### src/rtl/ffx_pkg.sv
package ffx_pkg;

  typedef enum logic [3:0] {
    STP_CONFIG    = 4'd0,
    STP_BYP_ON    = 4'd1,
    STP_CAP_ON    = 4'd2,
    STP_CAP_OFF   = 4'd3,
    STP_BYP_OFF   = 4'd4,
    STP_EN_MERGE  = 4'd5,
    STP_DETACH    = 4'd6,
    STP_OUT_MERGE = 4'd7,
    STP_RETIRE    = 4'd8,
    STP_IDLE      = 4'd15
  } step_e;

  // Returns 1 when code is the next legal step after cur for the given mode.
  function automatic logic step_legal(input step_e cur, input logic [3:0] code,
                                      input logic free_mode);
    logic ok;
    ok = 1'b0;
    if (cur == STP_IDLE || cur == STP_RETIRE) begin
      ok = (code == 4'(STP_CONFIG));
    end else if (free_mode) begin
      case (cur)
        STP_CONFIG:    ok = (code == 4'(STP_EN_MERGE));
        STP_EN_MERGE:  ok = (code == 4'(STP_OUT_MERGE));
        STP_OUT_MERGE: ok = (code == 4'(STP_RETIRE));
        default:       ok = 1'b0;
      endcase
    end else begin
      ok = (code == 4'(cur) + 4'd1);
    end
    return ok;
  endfunction

endpackage

### src/rtl/ffx_cmd_sync.sv
module ffx_cmd_sync #(
  parameter int SYNC_STAGES = 2
) (
  input  logic clk,
  input  logic rst_n,
  input  logic req_async,
  output logic take
);
  localparam int SH_W = SYNC_STAGES + 1;

  logic [SH_W-1:0] sh_q;
  logic [SH_W-1:0] sh_d;

  // Synchronizer chain plus one extra flop for edge detection.
  always_comb begin
    sh_d = {sh_q[SH_W-2:0], req_async};
  end

  always_ff @(posedge clk or negedge rst_n) begin
    if (!rst_n) sh_q <= '0;
    else        sh_q <= sh_d;
  end

  assign take = sh_q[SYNC_STAGES-1] & ~sh_q[SYNC_STAGES];
endmodule

### src/rtl/ffx_step_seq.sv
module ffx_step_seq
  import ffx_pkg::*;
(
  input  logic       clk,
  input  logic       rst_n,
  input  logic       take,
  input  logic [3:0] code,
  input  logic       free_run_i,
  output step_e      stage,
  output logic       fr_mode,
  output logic       seq_err,
  output logic       bypass,
  output logic       capture
);
  step_e stage_d;
  logic  fr_d;
  logic  err_d;
  logic  legal;

  always_comb begin
    legal   = step_legal(stage, code, fr_mode);
    stage_d = stage;
    fr_d    = fr_mode;
    err_d   = seq_err;
    if (take) begin
      if (legal) begin
        stage_d = step_e'(code);
        if (code == 4'(STP_CONFIG)) begin
          fr_d  = free_run_i;
          err_d = 1'b0;
        end
      end else begin
        err_d = 1'b1;
      end
    end
  end

  always_ff @(posedge clk or negedge rst_n) begin
    if (!rst_n) begin
      stage   <= STP_IDLE;
      fr_mode <= 1'b0;
      seq_err <= 1'b0;
    end else begin
      stage   <= stage_d;
      fr_mode <= fr_d;
      seq_err <= err_d;
    end
  end

  // Aid path controls are decodes of the stage in gated mode.
  always_comb begin
    bypass  = !fr_mode && (stage == STP_BYP_ON || stage == STP_CAP_ON ||
                           stage == STP_CAP_OFF);
    capture = !fr_mode && (stage == STP_CAP_ON);
  end
endmodule

### src/rtl/ffx_replica_cell.sv
module ffx_replica_cell #(
  parameter int W          = 8,
  parameter bit LATCH_MODE = 1'b0
) (
  input  logic         clk,
  input  logic         rst_n,
  input  logic         active,
  input  logic         fr_mode,
  input  logic         bypass,
  input  logic         capture,
  input  logic [W-1:0] orig_q,
  input  logic [W-1:0] nxt_d,
  input  logic         orig_en,
  output logic [W-1:0] rep_q
);
  logic         circ_en;
  logic         eff_en;
  logic         use_orig;
  logic         load;
  logic [W-1:0] rep_d;

  generate
    if (LATCH_MODE) begin : g_latch
      logic gate_q;
      logic gate_d;
      always_comb gate_d = orig_en;
      always_ff @(posedge clk or negedge rst_n) begin
        if (!rst_n) gate_q <= 1'b0;
        else        gate_q <= gate_d;
      end
      // Storage event: gate fell from 1 to 0.
      assign circ_en = gate_q & ~orig_en;
    end else begin : g_flop
      assign circ_en = orig_en;
    end
  endgenerate

  always_comb begin
    eff_en   = fr_mode | circ_en;
    use_orig = bypass & ~eff_en;
    load     = active & (eff_en | (capture & bypass));
    rep_d    = rep_q;
    if (load) rep_d = use_orig ? orig_q : nxt_d;
  end

  always_ff @(posedge clk or negedge rst_n) begin
    if (!rst_n) rep_q <= '0;
    else        rep_q <= rep_d;
  end
endmodule

### src/rtl/ffx_handover.sv
module ffx_handover
  import ffx_pkg::*;
#(
  parameter int W           = 8,
  parameter bit LATCH_MODE  = 1'b0,
  parameter int SYNC_STAGES = 2
) (
  input  logic         clk,
  input  logic         rst_n,
  input  logic         cmd_req_i,
  input  logic [3:0]   cmd_code_i,
  input  logic         free_run_i,
  input  logic [W-1:0] orig_q_i,
  input  logic [W-1:0] nxt_d_i,
  input  logic         orig_en_i,
  output logic [W-1:0] rep_q_o,
  output logic [W-1:0] out_q_o,
  output logic         retire_o,
  output logic [3:0]   stage_o,
  output logic         bypass_o,
  output logic         capture_o,
  output logic         seq_err_o
);
  logic  cmd_take;
  step_e stage;
  logic  fr_mode;
  logic  active;

  ffx_cmd_sync #(.SYNC_STAGES(SYNC_STAGES)) sync_i (
    .clk       (clk),
    .rst_n     (rst_n),
    .req_async (cmd_req_i),
    .take      (cmd_take)
  );

  ffx_step_seq seq_i (
    .clk        (clk),
    .rst_n      (rst_n),
    .take       (cmd_take),
    .code       (cmd_code_i),
    .free_run_i (free_run_i),
    .stage      (stage),
    .fr_mode    (fr_mode),
    .seq_err    (seq_err_o),
    .bypass     (bypass_o),
    .capture    (capture_o)
  );

  assign active = (stage != STP_IDLE);

  ffx_replica_cell #(.W(W), .LATCH_MODE(LATCH_MODE)) cell_i (
    .clk     (clk),
    .rst_n   (rst_n),
    .active  (active),
    .fr_mode (fr_mode),
    .bypass  (bypass_o),
    .capture (capture_o),
    .orig_q  (orig_q_i),
    .nxt_d   (nxt_d_i),
    .orig_en (orig_en_i),
    .rep_q   (rep_q_o)
  );

  assign retire_o = (stage == STP_RETIRE);
  assign stage_o  = 4'(stage);
  assign out_q_o  = retire_o ? rep_q_o : orig_q_i;
endmodule

### config.mk
export PLATFORM = sky130hd
export DESIGN_NAME = ffx_handover
export DESIGN_NICKNAME = d
export VERILOG_FILES = /design/src/rtl/ffx_pkg.sv /design/src/rtl/ffx_cmd_sync.sv /design/src/rtl/ffx_step_seq.sv /design/src/rtl/ffx_replica_cell.sv /design/src/rtl/ffx_handover.sv
export SDC_FILE = /design/constraint.sdc
export NUM_CORES = 1
export LEC_CHECK = 0
export ABC_AREA = 1
export CAP_MARGIN = 0
export CORE_MARGIN = 8
export CORE_UTILIZATION = 46
export CTS_CLUSTER_SIZE = 16
export DETAILED_ROUTE_END_ITERATION = 16
export MAX_ROUTING_LAYER = met4
export PLACE_DENSITY_LB_ADDON = 0.25
export SLEW_MARGIN = 0
export SYNTH_ARGS = -nofsm -noshare
export SYNTH_HDL_FRONTEND = slang
export SYNTH_SLANG_ARGS = --single-unit
### constraint.sdc
create_clock -name clk -period 5.45 [get_ports clk]
set_input_delay 1.09 -clock clk [delete_from_list [all_inputs] [get_ports clk]]
set_output_delay 1.09 -clock clk [all_outputs]
set_load 0.01 [all_outputs]
# Word level (Yosys, flattened, before mapping)
# Cells that the tools add are included.
# totals
inputBits	25
wordCells	45
romBits	0
latchBits	0
register_bits	17
memories	0
output_inout_bits	24
ram_bits	0
# op_classes
n_reduce_logical	11
eq_ne	13
n_div	0
bitwise	8
multipliers	0
add_sub_neg	1
muxes	7
order_cmp	0
shift	0
# ops
op	count
equality test 4 x 3 -> 1 bit, second input constant	4
2-to-1 mux 8 bit	2
equality test 4 bit, second input constant	3
equality test 4 x 2 -> 1 bit, second input constant	2
zero test 4 bit	2
adder 4 x 1 -> 4 bit, second input constant	1
AND 1 bit	4
equality test 4 x 1 -> 1 bit, second input constant	1
equality test 4 bit	1
2-to-1 mux 1 bit	4
inequality test 4 bit, second input constant	1
AND reduction 2 bit	2
logical OR 1 bit	3
one-hot mux 1 bit (3 select lines)	1
AND reduction 3 bit	1
logical AND 1 bit	2
inequality test 2 bit, second input constant	1
NOT 1 bit	2
bitwise OR 1 bit	2
zero test 1 bit	1

# Depth between registers and ports, before layout
# depth
depth_word	7
mapped_depth	14
mapped_depth_nobuf	14

# Modules after synthesis
# Synthesis repeated with hierarchy kept, for this count alone.
# unflattened
cells_unflattened	190
hier_area_um2	1276.2
# modules_own_cells
mod	seq_area_each_um2	area_per_inst_um2	instances	cells_per_inst
ffx_step_seq	155.1	591.8	1	92
ffx_replica_cell	200.2	451.7	1	63
ffx_handover	0.0	147.6	1	30
ffx_cmd_sync	75.1	85.1	1	5

# Worst setup path after synthesis
# OpenSTA, ideal clock, no wires.
# synth_path
path_type	flip-flop to output port
start	register seq_i.stage[0]
end	output bypass_o
arrival_ns	1.277
slack_ns	3.083
n_path_buf	0
required_ns	4.360
path_stages_with_launch	4
path_cell_list	dfstp_2 -> ha_1 -> nor3_1 -> nor4_4
# synth_via
elab_chain_len	4
word_cells_on_any_way	6
classes_between	eq/ne (3); reduce/logical (3)
# synth_rtl
element	line_no	rtl
start: declaration	ffx_step_seq.sv:9	output step_e stage,
start signal: assignment	ffx_step_seq.sv:44	stage <= stage_d;
equality test 4 x 1 -> 1 bit / equality test 4 x 2 -> 1 bit (equally long branches)	ffx_step_seq.sv:52	bypass = !fr_mode && (stage == STP_BYP_ON || stage == STP_CAP_ON ||
logical OR 1 bit	ffx_step_seq.sv:52	
logical OR 1 bit (*)	ffx_step_seq.sv:52	
logical AND 1 bit (*)	ffx_step_seq.sv:52	
end: declaration	ffx_handover.sv:20	output logic bypass_o,
# Every way passes the cells marked *; elsewhere a longest branch is shown, timed or not.

# Worst setup path in the final report
# Ends and elaborated chain as after synthesis.

==> summary.md <==
| Metric | Value |
|---|---|
| Total count of max-transition violations in the final report | `0` |
| Fill cell total of the finished layout | `214` |
| Vias in the first global route | `1,289` |
| Overall Global Routing Usage | `17.57%` |
| Net Sw Frac | `44.53%` |
| Worst voltage drop across the vdd grid | `0.0003057 V` |
| Crit-path cells | `ha_1 -> nor3_1 -> nor4_4 -> clkdlybuf4s50_1` |
| Number of DRC markers in iteration 0 | `103` |
| Die width | `67.13 microns` |
| Count of unique library cells instantiated by Yosys | `22` |
| Master of the slowest instance on the critical path | `sky130_fd_sc_hd__clkdlybuf4s50_1` |
| Clock transition at the registers of the reported paths | `0.10 ns` |
| Fraction of final layout cells sized beyond drive strength 1 | `6.306%` |
| Input/output buffers | `48` |
| Kind of end point of the critical path | `output pin` |
| Maximum number of pins on one net before global-route repair | `20` |
| Clock H-tree levels | `1` |
| Leading cell type in the layout, fill and taps excluded | `sky130_fd_sc_hd__nand2_1` |
| Count of instances resized after the clock tree is built | `0` |
| Post-Syn Area | `0.001202 sq mm` |
| Number of top-level design ports | `49` |
| Initial antenna violation count | `0` |
| Gate family responsible for the most delay along the worst path | `buffers and inverters` |
| Multi-input gate area | `658.1 sq um` |
| Average wire length per cell after detail routing | `13.68 microns` |
| CTS Buffer Depth | `2` |
| Final Hold Slack | `0.3761 ns` |
| Type of the worst min-delay path | `flop to flop` |
| Worst Path Max Fanout | `10` |
| Setup skew after layout | `0.0006463 ns` |
| Count of maximum capacitance violations | `0` |
| Run status | `complete, no violations` |
| Mean Syn Cell Area | `6.910 sq um` |
| Num rows | `18` |
| Number of buffers added for setup after CTS | `0` |
| TritonCTS Buffers | `3` |
| Total Routed Length | `3.448 mm` |
| Internal power | `0.0004372 W` |
| HPWL reported at the end of detailed placement | `2.629 mm` |
| Worst endpoint data arrival time | `2.36 ns` |
| Overall die height | `67.13 microns` |
| Power density normalized to cell area | `461.1 mW/mm^2` |
| Category of the most critical setup path | `flop to output pin` |
| Final setup violating endpoints | `0` |
| Overflow left after global routing | `0` |
| Syn_nets | `203` |
| Die outline area | `0.004506 sq mm` |
| Data required time of the critical path | `4.36 ns` |
| Maximum clock frequency | `290.2 MHz` |
| Tightest Pin Transition | `0.7517 ns` |
| Area added between synthesis and finish | `42.14%` |
| Number of vias per cell after detailed routing | `5.171` |
| Reported leakage power | `0.7954 nW` |
| Clock tree from TritonCTS | `built` |
| Reg power frac | `32.6%` |
| Sequential element share of the synthesized area | `35.80%` |
| RSZ-0062 raised after global routing | `no` |
| Slowest Stage Delay on Critical Path | `0.65 ns` |
| Most frequent cells in the layout | `61 x sky130_fd_sc_hd__nand2_1, 48 x sky130_fd_sc_hd__clkdlybuf4s50_1, 20 x sky130_fd_sc_hd__nand3_1` |
| Cts-stage hold buffer count | `0` |
| Setup TNS Final | `0 ns` |
| Combinational group share of total power | `58.7%` |
| Clock network fraction of design power | `8.7%` |
| Number of nets at the end of the flow | `252` |
| Hold violation total from the final report | `0` |
| Initial cell density of the core | `48.54%` |
| Startpoint type of the worst setup path | `flop` |
| Yosys reg bits | `17` |
| Number of buffers and inverters on the critical path | `1` |
| Clk sinks | `17` |
| Via total after detailed routing | `1,303` |
| Seq. cell area | `430.4 sq um` |
| Antenna-violating nets left | `0` |
| Final period utilization | `63.23%` |
| Final critical-path required period | `3.446 ns` |
| Net switching component of the power | `0.0003510 W` |
| Root cell of the clock tree | `sky130_fd_sc_hd__clkbuf_4` |
| Gp weighted congestion | `0.9165` |
| Pre-Repair DR Iteration Count | `4` |
| Diode insertion count for antenna repair | `0` |
| Post-synthesis instance total | `174` |
| Insertion delay of the later-clocked pin in the worst-skew pair | `0.29 ns` |
| Total number of yosys warnings | `0` |
| Total core area | `0.002477 sq mm` |
| Detailed-route DRC error count | `0` |
| Global-route wire length before repair | `5.982 mm` |
| Worst-case headroom to the max-slew limit | `49.73%` |
-- area by class of cell --
| cell class | count | share of cell area (%) |
|---|---|---|
| Timing Repair Buffer | 48 | 28.11 |
| Tap cell | 30 | 2.196 |
| Inverter | 20 | 4.392 |
| Multi-Input combinational cell | 133 | 38.51 |
| Clock inverter | 1 | 0.2928 |
| Clock buffer | 3 | 1.318 |
| Sequential cell | 17 | 25.18 |
-- worst reg2reg max path, cell delays in order (launching register included) --
cell and delay, ns:
sky130_fd_sc_hd__dfstp_2 0.62, sky130_fd_sc_hd__inv_1 0.08, sky130_fd_sc_hd__ha_1 0.23, sky130_fd_sc_hd__nand2_2 0.19, sky130_fd_sc_hd__nor2_4 0.10, sky130_fd_sc_hd__a21oi_1 0.23, sky130_fd_sc_hd__or2_1 0.19, sky130_fd_sc_hd__nand3_2 0.17
sky130_fd_sc_hd__o21ai_0 0.24
-- layer usage --
metal / vias up / track usage [%] / part of all wire (%) / wire (microns)
met1: 590 / 19.84 / 45 / 1547
met4: 0 / 5.744 / 0.75 / 26
met5: - / - / 0 / 0
met2: 50 / 28.67 / 47 / 1622
met3: 4 / 5.705 / 7.3 / 252
li1: 659 / - / - / -
-- kinds of logic after synthesis --
group / Yosys count / synth area share, %
flip-flops: 17 / 35.80
AND/OR/NAND/NOR: 105 / 38.40
XOR/XNOR: 1 / 0.7285
AO/OA/AOI/OAI: 23 / 11.45
buffers and inverters: 24 / 9.469
adder cells (fa/ha/maj): 4 / 4.162
-- Yosys cell counts (all sizes together) --
cell type  count  area share [%]
inv           19             5.9
nor4           1             1.8
or2            1            0.52
dfrtp         13              27
a32oi          1             1.4
nor2          17             5.9
a31oi          9             4.7
xnor2          1            0.73
clkinv         1            0.31
nand2         63              20
dfstp          4             8.7
ha             4             4.2
nand3         21             9.2
buf            4             3.2
nor3           1            0.42
o21ai         12             5.0
nand4          1            0.52
a21oi          1            0.42
-- worst paths after layout --
check | start | to | slack, ns | cells after the start
max in group asynchronous | rst_n | seq_i.fr_mode | 3.75 | 1
max | seq_i.stage[0] | bypass_o | 2.00 | 4
max reg2reg | seq_i.stage[0] | seq_i.stage[0] | 3.32 | 8
min in group asynchronous | rst_n | cell_i.rep_q[0] | 1.23 | 1
min | sync_i.sh_q[0] | sync_i.sh_q[1] | 0.38 | 0
min reg2reg | sync_i.sh_q[0] | sync_i.sh_q[1] | 0.38 | 0
-- power by group through the flow --
stage	clock network, W	registers, W	logic, W
2_1_floorplan	0	0.000243	0.000269
3_5_place_dp	0	0.000258	0.000466
4_1_cts	0.0000723	0.000257	0.000469
5_1_grt	0.0000770	0.000269	0.000515
6_report	0.0000689	0.000257	0.000463
3_3_place_gp	0	0.000256	0.000458
-- sequential cells by signal, summed over array words and instances, names as in the netlist --
name and flops:
sync_i.sh_q 3, cell_i.rep_q 8, seq_i.stage 4, seq_i.fr_mode 1, seq_i.seq_err 1
-- stage by stage --
stage / cell area (sq um) / util [%] / total power, W / instances / setup slack [ns]
after CTS: 1709 / 68.99 / 0.0007983 / 252 / 1.957
after floorplan: 1202 / - / 0.0005121 / 174 / 3.083
after global routing: 1709 / 68.99 / 0.0008617 / 252 / 1.806
final: 1709 / 68.99 / 0.0007882 / 252 / 2.004
after global placement: 1682 / 67.88 / 0.0007141 / 248 / 2.103
after detailed placement: 1682 / 67.88 / 0.0007238 / 248 / 2.102
No activity file was read; power rests on OpenSTA's default activity.
